===== src/rtl/span_pwm_gen.sv =====
module span_pwm_gen #(
  parameter int CNT_W       = 16,
  parameter int STEP_DIV    = 4,
  parameter int STARTUP_CYC = 30_000_000
) (
  input  logic             clk,
  input  logic             rst_n,
  input  logic             smp_valid,
  input  logic [CNT_W-1:0] smp_count,
  input  logic [CNT_W-1:0] lo_count,
  input  logic [CNT_W-1:0] hi_count,
  input  logic             cal_hold,
  output logic             pwm_out,
  output logic             span_bad
);
  localparam int NW    = CNT_W + 8;
  localparam int ST_W  = $clog2(STARTUP_CYC + 1);
  localparam int PRE_W = (STEP_DIV > 1) ? $clog2(STEP_DIV) : 1;

  // start-up interval
  logic [ST_W-1:0] st_cnt;
  logic            ready;
  assign ready = (st_cnt == ST_W'(STARTUP_CYC));

  always_ff @(posedge clk) begin
    if (!rst_n)      st_cnt <= '0;
    else if (!ready) st_cnt <= st_cnt + 1'b1;
  end

  // sample intake and range decisions
  logic             busy;
  logic             go, span_ok, at_lo, at_hi, start_div;
  logic [CNT_W-1:0] diff;
  logic [NW-1:0]    num;

  assign go        = smp_valid && ready && !busy && !cal_hold;
  assign span_ok   = lo_count > hi_count;
  assign at_lo     = smp_count >= lo_count;
  assign at_hi     = smp_count <= hi_count;
  assign diff      = lo_count - smp_count;
  assign num       = ({8'd0, diff} << 8) - {8'd0, diff};
  assign start_div = go && span_ok && !at_lo && !at_hi;

  // restoring divider, one quotient bit per cycle
  logic [NW-1:0]    rem, den_sh;
  logic [CNT_W-1:0] den;
  logic [2:0]       k;
  logic [7:0]       q, q_nxt;
  logic             ge;

  assign den_sh = {8'd0, den} << k;
  assign ge     = rem >= den_sh;
  assign q_nxt  = q | (ge ? (8'd1 << k) : 8'd0);

  always_ff @(posedge clk) begin
    if (!rst_n) begin
      busy <= 1'b0;
      rem  <= '0;
      den  <= '0;
      k    <= '0;
      q    <= '0;
    end else if (start_div) begin
      busy <= 1'b1;
      rem  <= num;
      den  <= lo_count - hi_count;
      k    <= 3'd7;
      q    <= '0;
    end else if (busy) begin
      if (ge) rem <= rem - den_sh;
      q <= q_nxt;
      k <= k - 3'd1;
      if (k == 3'd0) busy <= 1'b0;
    end
  end

  // result commit
  logic       fin, fin_bad;
  logic [7:0] fin_val;

  always_comb begin
    fin     = 1'b0;
    fin_bad = 1'b0;
    fin_val = 8'd0;
    if (busy && k == 3'd0) begin
      fin     = 1'b1;
      fin_val = q_nxt;
    end else if (go && !span_ok) begin
      fin     = 1'b1;
      fin_bad = 1'b1;
    end else if (go && at_lo) begin
      fin     = 1'b1;
    end else if (go && at_hi) begin
      fin     = 1'b1;
      fin_val = 8'd255;
    end
  end

  // PWM counter
  logic [PRE_W-1:0] pre;
  logic [7:0]       phase;
  logic             pre_last, boundary;

  assign pre_last = (pre == PRE_W'(STEP_DIV - 1));
  assign boundary = pre_last && (phase == 8'hFF);

  always_ff @(posedge clk) begin
    if (!rst_n) begin
      pre   <= '0;
      phase <= '0;
    end else if (pre_last) begin
      pre   <= '0;
      phase <= phase + 8'd1;
    end else begin
      pre <= pre + 1'b1;
    end
  end

  // pending and live duty
  logic [7:0] pend_duty, duty_cur;
  logic       pend_v;

  always_ff @(posedge clk) begin
    if (!rst_n) begin
      pend_duty <= '0;
      pend_v    <= 1'b0;
      span_bad  <= 1'b0;
      duty_cur  <= '0;
    end else begin
      if (fin) begin
        pend_duty <= fin_val;
        span_bad  <= fin_bad;
      end
      if (cal_hold)                 pend_v <= 1'b0;
      else if (fin)                 pend_v <= 1'b1;
      else if (boundary && pend_v)  pend_v <= 1'b0;
      if (boundary && pend_v && !cal_hold) duty_cur <= pend_duty;
    end
  end

  assign pwm_out = phase < duty_cur;


  warmup_idle_chk: assert property (@(posedge clk) disable iff (!rst_n)
    !ready |-> (!busy && !pend_v));


  bad_span_zero_chk: assert property (@(posedge clk) disable iff (!rst_n)
    span_bad |-> (pend_duty == 8'd0));


  pwm_zero_low_chk: assert property (@(posedge clk) disable iff (!rst_n)
    (duty_cur == 8'd0) |-> !pwm_out);


  duty_load_edge_chk: assert property (@(posedge clk) disable iff (!rst_n)
    !$stable(duty_cur) |-> (phase == 8'd0 && pre == '0));


  hold_freeze_chk: assert property (@(posedge clk) disable iff (!rst_n)
    cal_hold |=> $stable(duty_cur));


  conv_len_chk: assert property (@(posedge clk) disable iff (!rst_n)
    start_div |=> (busy && k == 3'd7));
endmodule


===== config.mk =====
export PLATFORM = sky130hd
export DESIGN_NAME = span_pwm_gen
export DESIGN_NICKNAME = d
export VERILOG_FILES = /design/src/rtl/span_pwm_gen.sv
export SDC_FILE = /design/constraint.sdc
export NUM_CORES = 1
export LEC_CHECK = 0
export ABC_CLOCK_PERIOD_IN_PS = 7000
export BUFFER_PORTS_ARGS = -buffer_cell sky130_fd_sc_hd__buf_4
export CAP_MARGIN = 30
export CORE_MARGIN = 3
export CORE_UTILIZATION = 44
export CTS_BUF_LIST = sky130_fd_sc_hd__clkbuf_16
export DETAILED_ROUTE_END_ITERATION = 10
export REMOVE_ABC_BUFFERS = 1
export SLEW_MARGIN = 10
export SYNTH_ARGS = -nofsm -noshare
export SYNTH_HDL_FRONTEND = slang
export SYNTH_SLANG_ARGS = --single-unit

===== constraint.sdc =====
create_clock -name clk -period 7 [get_ports clk]
set_input_delay 1.05 -clock clk [delete_from_list [all_inputs] [get_ports clk]]
set_output_delay 1.05 -clock clk [all_outputs]
set_load 0.03 [all_outputs]

==> results of run 1 <==
## cell families after synthesis
kind of cell | after synthesis | share of synthesized area [%]
and+or+nand+nor | 384 | 20.9
AOI/OAI and AO/OA | 302 | 22.7
buffers and inverters | 109 | 4.76
DFF | 105 | 23.2
adders and majority gates | 98 | 13.7
xor gates and xnor gates | 94 | 9.24
muxes | 41 | 5.52
## through the flow
stage / cell area, sq um / utilization (%) / hold WS (ns)
after floorplan: 8890 / - / 0.404
after global placement: 9670 / 48.7 / 0.415
after detailed placement: 9670 / 48.7 / 0.419
after CTS: 9990 / 50.3 / 0.434
after global routing: 10100 / 50.7 / 0.437
final: 10100 / 50.7 / 0.427
## worst max path at each step
stage | end | slack [ns] | from | depth (start not counted)
after floorplan | rem[22]$_SDFFE_PN0P_ | 1.81 | lo_count[0] | 12
after global placement | rem[17]$_SDFFE_PN0P_ | 2.11 | lo_count[0] | 20
after detailed placement | rem[3]$_SDFFE_PN0P_ | 2.03 | k[1]$_SDFFE_PN0P_ | 16
after CTS | rem[3]$_SDFFE_PN0P_ | 2.00 | k[1]$_SDFFE_PN0P_ | 16
after global routing | rem[19]$_SDFFE_PN0P_ | 1.85 | k[1]$_SDFFE_PN0P_ | 15
final | rem[3]$_SDFFE_PN0P_ | 2.15 | k[1]$_SDFFE_PN0P_ | 16
## critical path: cells and delay by family (launching register included)
kind                     cells  cell delay (ns)
AO/OA/AOI/OAI                5             1.50
AND/OR/NAND/NOR              6             1.17
flip-flops                   1             0.72
buffers and inverters        2             0.63
adder cells (fa/ha/maj)      1             0.39
multiplexers                 2             0.32
## state kept, by name, summed over array words and instances (netlist names)
| signal | cells |
|---|---|
| den | 16 |
| q | 8 |
| rem | 24 |
| span_bad | 1 |
| pend_duty | 8 |
| st_cnt | 25 |
| pre | 2 |
| busy | 1 |
| phase | 8 |
| k | 3 |
| duty_cur | 8 |
| pend_v | 1 |
## final cells by class
type	instances	area, sq um	area share (%)
multi-input cells	919	6550	65.1
flip-flops and latches	105	2100	20.9
repair buffers	63	502	4.99
well taps	265	332	3.30
inverters	68	255	2.54
clock buffers	9	225	2.24
clock inverters	7	95.1	0.946
## placed cells by master (no fill, tap or decap), types with 6 or more instances in the layout
| cell | n |
|---|---|
| ha_1 | 94 |
| o211ai_1 | 8 |
| or4_1 | 6 |
| or3_1 | 13 |
| a211o_1 | 7 |
| xor2_1 | 40 |
| a211oi_1 | 23 |
| nand2b_1 | 16 |
| nor2_1 | 131 |
| o21a_1 | 16 |
| buf_4 | 59 |
| nor3_1 | 19 |
| nand4_1 | 21 |
| mux2i_1 | 32 |
| a31oi_1 | 11 |
| mux4_2 | 7 |
| and3_1 | 13 |
| nand3_1 | 35 |
| clkbuf_16 | 9 |
| dfxtp_1 | 105 |
| xnor2_1 | 52 |
| o21ai_0 | 45 |
| a21oi_1 | 89 |
| o31ai_1 | 8 |
| nor2b_1 | 18 |
| a21o_1 | 32 |
| nand2_1 | 77 |
| inv_1 | 65 |
| o21bai_1 | 7 |
## per-layer routing
layer | vias to the layer above | global-route usage (%)
met5 | - | 0
met4 | 0 | 4.85
met3 | 25 | 1.70
met2 | 190 | 36.4
met1 | 3714 | 29.5
li1 | 4155 | -
## report_power, final
part,switching [mW],internal [mW],total (mW),leakage (nW)
Sequential,0.00327,0.600,0.603,0.846
Clock,0.252,0.289,0.540,0.157
Combinational,0.300,0.208,0.508,3.16
==> flow_summary.ini, run 1 <==
[outcome]
status = finished, final reports clean

[place]
gp_congestion = 0.897
dp_cells = 1415
portBuffers = 53
hpwl_um = 19100
pre_cts_ws_ns = 2.03

[setup_path]
worstSetupStartpointType = register
critical_path.max_fanout = 24
max_stage_delay_ns = 0.72
crit_slowest_cell = dfxtp_1
cp_cell_sequence = buf_6 > mux2i_1 > o21ai_0 > nand2_1 > ha_1 > nor2b_1 > o31a_1 > o311ai_0 > nand3_1 > a211o_1 > nand2_1 > buf_4 > mux2i_1 > nor2_1 > a21oi_1 > nor2_1
rr_worst_depth = 16
arrival_ns = 5.08
r2r-end = rem[3]$_SDFFE_PN0P_
reg2reg_slack_ns = 2.15
worstPathRequired_ns = 7.23
r2r-start = k[1]$_SDFFE_PN0P_
critPathCaptureType = register
setup.worst_path.class = register to register

[synth]
syn_inst = 1133
synth_area_leaders = dfxtp_1 (23%), ha_1 (13%), nor2_1 (5.4%)
yosysTopAreaCellShare_pct = 23.2
netlist_area_sq_mm = 0.00907
synthFlopType = dfxtp_1
synthTopCellsByCount = nor2_1 (131), dfxtp_1 (105), ha_1 (94), a21oi_1 (89), nand2_1 (77)
synth-seq-area-share_pct = 23.2
yosysMostFrequentCell = nor2_1
yosysTopAreaCell = dfxtp_1
ys_types = 85
synthArstFlopShare_pct = 0
syn_avg_cell_area_sq_um = 8.01
ys_ff_latch = 105
synth-edff-count = 0
yosysWarnings = 0

[sta]
slew_headroom_pct = 44.7
setup_viol = 0
fin_skew_ns = 0.0133
fin_crit_ns = 4.85
period_share_pct = 69.4
setup_ws_ns = 2.15
fmax_ghz = 0.206
setup_tns_ns = 0
hold_viol = 0
maxSlewViolCount = 0
rsz0062_at_grt = no
tightestPinTransition_ns = 0.828

[clock_tree]
cts.sinks = 105
cts_inserted_buffers = 9
cts.path.max_buffers = 2
insertion_delay_ns = 0.35
cts_setup_buffers = 0
cts-root-buf = clkbuf_16
cts_tree = done
holdBufCountCts = 0
cts_max_level = 3
post_cts_resized = 0
clkTransAtPathRegs_ns = 0.08

[routing]
drc = 0
via_per_inst = 5.63
highest_layer = met4
antenna_left = 0
met1_length_um = 11400
wirelength_um = 24100
route.met2.wl_um = 11500
post_drt_wl_per_cell_um = 16.8
wl_met3_um = 832
num_vias = 8084
drtPass1Iterations = 5
drt_iter0_markers = 447

[floorplan]
start_util_pct = 45.7
die_area_sq_mm = 0.0224
io_pins = 54
die_w_um = 150
core.rowCount = 51
fp.coreArea_sq_mm = 0.0198
die_h_um = 150

[layout]
fillCellCount = 1964
drive_gt1_share_pct = 9.99
syn_to_final_growth_pct = 10.9
nets = 1315
final_cells = 1436
n_antenna_cell = 0

[run]
maxCapViolCount = 0

[grt]
grt_use_total_pct = 21.3
grt.overflow.total = 0
antenna_found_initial = 0
grt_pass1_vias = 7513
grt_pass1_wl_um = 39000
grt_max_degree = 50

[min_path]
min_from = pre[0]$_SDFF_PP0_
whs_path_depth = 1
hp-class = register to register
worstHoldEndpoint = pre[0]$_SDFF_PP0_

[power]
irDropWorstVdd_uv = 98.3
cellLeakagePower_nw = 4.17
power-per-cell-area_mw_per_mm2 = 164
power.total_mw = 1.65
No activity file was read; power rests on OpenSTA's default activity.
==> run 2: changes to the inputs <==
--- a/config.mk
+++ b/config.mk
@@ -5,7 +5,8 @@
 export SDC_FILE = /design/constraint.sdc
 export NUM_CORES = 1
 export LEC_CHECK = 0
-export ABC_CLOCK_PERIOD_IN_PS = 7000
+export ABC_AREA = 1
+export ABC_CLOCK_PERIOD_IN_PS = 4280
 export BUFFER_PORTS_ARGS = -buffer_cell sky130_fd_sc_hd__buf_4
 export CAP_MARGIN = 30
 export CORE_MARGIN = 3
==> constraint.sdc (replaced) <==
create_clock -name clk -period 4.28 [get_ports clk]
set_input_delay 0.642 -clock clk [delete_from_list [all_inputs] [get_ports clk]]
set_output_delay 0.642 -clock clk [all_outputs]
set_load 0.03 [all_outputs]
==> flow_summary.ini, run 2 <==
[power]
cellLeakagePower_nw = 5.08
irDropWorstVdd_uv = 161
power-per-cell-area_mw_per_mm2 = 241

[layout]
fin_area_sq_mm = 0.0105
largest_reg_flops = 25
n_antenna_cell = 0
nets = 1691
largest_register = st_cnt
mostFrequentLayoutCells = nand2_1 (344), inv_1 (217), a21oi_1 (120)
final_common_cell = nand2_1
drive_gt1_share_pct = 8.27
reg.largest.list = st_cnt: 25 flops, rem: 24 flops, den: 16 flops
syn_to_final_growth_pct = 10.1

[synth]
synth-seq-area-share_pct = 22.1
netlist_area_sq_mm = 0.00951
synth_area_leaders = dfxtp_1 (22%), nand2_1 (14%), ha_1 (12%)
ys_ff_latch = 105
yosysTopAreaCellShare_pct = 22.1
synthArstFlopShare_pct = 0
yosysMostFrequentCell = nand2_1
synth-edff-count = 0
syn_inst = 1502
yosysWarnings = 0
synthTopCellsByCount = nand2_1 (344), inv_1 (215), a21oi_1 (120), nor2_1 (107), nand3_1 (106)
synthFlopType = dfxtp_1
yosysTopAreaCell = dfxtp_1
ys_types = 58
syn_avg_cell_area_sq_um = 6.33

[grt]
grt_max_degree = 45
grt_pass1_wl_um = 44600
antenna_found_initial = 0
grt.overflow.total = 0
grt_use_total_pct = 22.7
grt_pass1_vias = 9141

[routing]
wirelength_um = 26800
drtPass1Iterations = 5
post_drt_wl_per_cell_um = 14.7
antenna_left = 0
num_vias = 9626
via_per_inst = 5.28
drc = 0
drt_iter0_markers = 503

[floorplan]
io_pins = 54
start_util_pct = 45.0
core.rowCount = 53
die_h_um = 153
die_w_um = 153
die_area_sq_mm = 0.0234
fp.coreArea_sq_mm = 0.0212

[place]
hpwl_um = 22100
portBuffers = 53
pre_cts_ws_ns = 0.309
gp_congestion = 0.910
dpl_cell_area_sq_mm = 0.0102

[setup_path]
worstSetupStartpointType = register
setup.worst_path.class = register to register
cp_num_buf_inv = 4
rr_worst_depth = 19
reg2reg_slack_ns = 0.51
max_stage_delay_ns = 0.39
arrival_ns = 4.02
worstPathRequired_ns = 4.53
critical_path.max_fanout = 24
crit_family = simple AND/OR/NAND/NOR gates
cp_cell_sequence = clkinv_1 > nand2_1 > nand2_1 > o21ai_0 > inv_1 > o21ai_0 > ha_1 > nand2_1 > nor2_1 > nor3b_1 > nand4_1 > nand3_1 > nand3_1 > nand3_2 > nand2_2 > nand2_4 > inv_2 > o21ai_1 > inv_1
r2r-end = rem[9]$_SDFFE_PN0P_
crit_slowest_cell = dfxtp_1
r2r-start = k[0]$_SDFFE_PN0P_
crit_top_cell = nand2_1
critPathCaptureType = register

[clock_tree]
cts_inserted_buffers = 9
cts_max_level = 3
holdBufCountCts = 0
cts-root-buf = clkbuf_16
cts.path.max_buffers = 2
cts.sinks = 105
post_cts_resized = 0
cts_tree = done
clkTransAtPathRegs_ns = 0.07
cts_setup_buffers = 0
insertion_delay_ns = 0.35

[sta]
period_share_pct = 88.2
rsz0062_at_grt = no
hold_viol = 0
setup_viol = 0
fin_skew_ns = 0.0103
tightestPinTransition_ns = 0.666
setup_tns_ns = 0
setup_ws_ns = 0.505
slew_headroom_pct = 55.3
fin_crit_ns = 3.77
maxSlewViolCount = 0
fmax_ghz = 0.265

[min_path]
min_from = pre[0]$_SDFF_PP0_
worstHoldEndpoint = pre[0]$_SDFF_PP0_
hp-class = register to register
whs_path_depth = 1

[outcome]
status = finished, final reports clean

[run]
maxCapViolCount = 0
## run 2: cell types whose count changed after synthesis, sizes merged, moves of 18 or more
cell / delta
nand2: +273
a211oi: -25
mux2i: -28
nor2b: -18
a21o: -26
o21ai: +87
inv: +155
xnor2: -38
a21oi: +33
nand3: +76
## run 2: logic make-up (layout without fill, tap and decap cells)
family / count (synthesis) / count (layout) / share of synthesized area, %
AO/OA/AOI/OAI: 309 / 309 / 17.7
flip-flops: 105 / 105 / 22.1
buffers and inverters: 268 / 313 / 11.0
multiplexers: 4 / 4 / 0.421
XOR/XNOR: 45 / 45 / 4.14
AND/OR/NAND/NOR: 674 / 674 / 31.6
adder cells (fa/ha/maj): 97 / 97 / 13.0
## run 2: power by group
part | switching, mW | internal, mW
clock network | 0.395 | 0.396
logic | 0.481 | 0.266
registers | 0.00477 | 0.982
## run 2: per-stage QoR
| step | total power [mW] | cells | hold WS (ns) | util, % |
|---|---|---|---|---|
| 2_1_floorplan | 1.53 | 1463 | 0.404 | - |
| 3_3_place_gp | 1.75 | 1805 | 0.419 | 48.1 |
| 3_5_place_dp | 1.75 | 1806 | 0.423 | 48.2 |
| 4_1_cts | 2.54 | 1822 | 0.434 | 49.5 |
| 5_1_grt | 2.69 | 1822 | 0.465 | 49.5 |
| 6_report | 2.52 | 1822 | 0.431 | 49.5 |
## run 2: worst max-delay path by stage
stage          slack, ns  cells past startpoint                   end              start
6_report            0.51                     19   rem[9]$_SDFFE_PN0P_  k[0]$_SDFFE_PN0P_
5_1_grt             0.14                     19   rem[9]$_SDFFE_PN0P_  k[0]$_SDFFE_PN0P_
4_1_cts             0.51                     19   rem[9]$_SDFFE_PN0P_  k[0]$_SDFFE_PN0P_
3_5_place_dp        0.31                     21  rem[22]$_SDFFE_PN0P_        lo_count[2]
3_3_place_gp        0.37                     22  rem[22]$_SDFFE_PN0P_       smp_count[4]
2_1_floorplan       0.62                     21  rem[12]$_SDFFE_PN0P_  k[0]$_SDFFE_PN0P_
## run 2: per-layer routing
layer	track usage, %	vias up	part of all wire (%)
met2	36.0	211	43
met5	0	-	0
li1	-	5045	-
met3	2.83	36	4.2
met1	32.8	4334	51
met4	5.39	0	1.7
## run 2: final cells by class
cell class / count / area [sq um]
Clock buffer: 9 / 225
Tap cell: 275 / 344
Sequential cell: 105 / 2100
Inverter: 229 / 860
Clock inverter: 7 / 47.5
Multi-Input combinational cell: 1129 / 6360
Fill cell: 2272 / 10700
Timing Repair Buffer: 68 / 531
==> run 3: changes to the inputs <==
--- a/config.mk
+++ b/config.mk
@@ -5,14 +5,14 @@
 export SDC_FILE = /design/constraint.sdc
 export NUM_CORES = 1
 export LEC_CHECK = 0
-export ABC_AREA = 1
 export ABC_CLOCK_PERIOD_IN_PS = 4280
 export BUFFER_PORTS_ARGS = -buffer_cell sky130_fd_sc_hd__buf_4
 export CAP_MARGIN = 30
 export CORE_MARGIN = 3
-export CORE_UTILIZATION = 44
+export CORE_UTILIZATION = 45
 export CTS_BUF_LIST = sky130_fd_sc_hd__clkbuf_16
 export DETAILED_ROUTE_END_ITERATION = 10
+export HOLD_SLACK_MARGIN = 0.1
 export REMOVE_ABC_BUFFERS = 1
 export SLEW_MARGIN = 10
 export SYNTH_ARGS = -nofsm -noshare
==> flow_summary.ini, run 3 (same netlist as run 1, synthesis figures left out) <==
[floorplan]
die_w_um = 148
die_area_sq_mm = 0.0219
die_h_um = 148
start_util_pct = 46.1
core.rowCount = 51
io_pins = 54
fp.coreArea_sq_mm = 0.0197

[grt]
grt.overflow.total = 0
use_met3_pct = 2.45
grt_pass1_vias = 7700
grt_max_degree = 57
grt_use_total_pct = 21.9
busiest_layer = met2
use_met1_pct = 28.7
grt_pass1_wl_um = 39200
met2_usage_pct = 38.2
antenna_found_initial = 0

[setup_path]
reg2reg_slack_ns = 0.34
setup.worst_path.class = register to register
critical_path.max_fanout = 22
worstPathRequired_ns = 4.51
worstSetupStartpointType = register
critPathCaptureType = register
arrival_ns = 4.17

[clock_tree]
cts_max_level = 3
insertion_delay_ns = 0.36
cts-root-buf = clkbuf_16
cts.path.max_buffers = 2
holdBufCountCts = 0
clkTransAtPathRegs_ns = 0.07
cts_tree = done
cts_inserted_buffers = 9
cts.sinks = 105

[routing]
drc = 0
via_per_inst = 5.56
wirelength_um = 24100
num_vias = 8147
drt_iter0_markers = 365
antenna_left = 0
post_drt_wl_per_cell_um = 16.5
drtPass1Iterations = 5

[layout]
reg.largest.list = st_cnt: 25 flops, rem: 24 flops, den: 16 flops
final_cells = 1465
largest_register = st_cnt
drive_gt1_share_pct = 12.2
n_antenna_cell = 0
nets = 1344
syn_to_final_growth_pct = 13.0
final_common_cell = nor2_1
fillCellCount = 2000
largest_reg_flops = 25
mostFrequentLayoutCells = nor2_1 (131), dfxtp_1 (104), ha_1 (94)

[place]
hpwl_um = 19300
dp_cells = 1449
portBuffers = 53
gp_congestion = 0.906

[sta]
hold_viol = 0
maxSlewViolCount = 0
tightestPinTransition_ns = 0.636
fmax_ghz = 0.254
setup_tns_ns = 0
rsz0062_at_grt = no
fin_crit_ns = 3.94
period_share_pct = 92.1
fin_skew_ns = 0.0124
slew_headroom_pct = 57.3
setup_viol = 0

[run]
maxCapViolCount = 0

[power]
power-per-cell-area_mw_per_mm2 = 263
cellLeakagePower_nw = 4.30
irDropWorstVdd_uv = 189

[outcome]
status = finished, final reports clean

[min_path]
hp-class = register to register
[run 3: cell types whose count changed in the layout (fill, tap and decap cells not counted), sizes merged, moves of 25 or more]
cell	before	now
nand3	111	35
a21o	6	32
o21ai	137	50
xnor2	16	54
mux2i	4	32
inv	226	71
a21oi	123	90
nand2	350	77
a211oi	1	26
[run 3: path summary, 6_finish.rpt]
check                          from                   end  depth (start not counted)
setup / recovery  k[0]$_SDFFE_PN0P_  rem[23]$_SDFFE_PN0P_                         14
hold / removal    pre[0]$_SDFF_PP0_     pre[0]$_SDFF_PP0_                          1
setup reg to reg  k[0]$_SDFFE_PN0P_  rem[23]$_SDFFE_PN0P_                         14
hold reg to reg   pre[0]$_SDFF_PP0_     pre[0]$_SDFF_PP0_                          1
[run 3: area by class of cell]
class                      instances  area, sq um  share of cell area [%]
clock buffer                       9          225                    2.20
clock inverter                     7         70.1                   0.684
inverter                          68          255                    2.49
multi-input combinational        919         6550                    63.9
sequential                       105         2100                    20.5
tap                              265          332                    3.23
timing repair buffer              92          716                    6.98
[run 3: metrics by stage]
stage          instance area (sq um)  power (mW)  hold WS (ns)  util, %  worst slack [ns]
6_report                       10300        2.69         0.426     52.2             0.340
5_1_grt                        10300        2.84         0.436     52.2            0.0453
4_1_cts                        10200        2.71         0.430     52.1             0.183
3_5_place_dp                    9950        1.87         0.423     50.6            0.0678
3_3_place_gp                    9950        1.87         0.414     50.6             0.136
2_1_floorplan                   8890        1.61         0.404        -            -0.498
[run 3: layer usage]
layer  part of all wire (%)  wire length, um
met1                     47            11300
met2                     48            11700
met3                    2.6              623
met4                    1.9              461
met5                      0                0
[run 3: repair_timing]
item / 4_1_cts / 5_1_grt
buffers inserted: 0 / 0
endpoints found under the hold margin: 0 / 0
endpoints found under the setup margin: 0 / 2
gates resized for setup: 0 / 2
[run 3: critical path, cell delays in order (launching register included)]
cell,delay (ns)
dfxtp_1,0.36
buf_12,0.19
mux4_2,0.56
mux2i_1,0.28
ha_1,0.36
a21oi_1,0.18
nand2_1,0.12
or3_1,0.36
o211ai_1,0.23
a21oi_1,0.16
a31o_2,0.28
nor2b_1,0.12
or3_1,0.32
xor2_1,0.19
o22ai_1,0.10
[run 3: power breakdown]
group	switching, mW	internal (mW)
logic	0.493	0.372
clock network	0.384	0.455
registers	0.00519	0.982
total	0.883	1.81
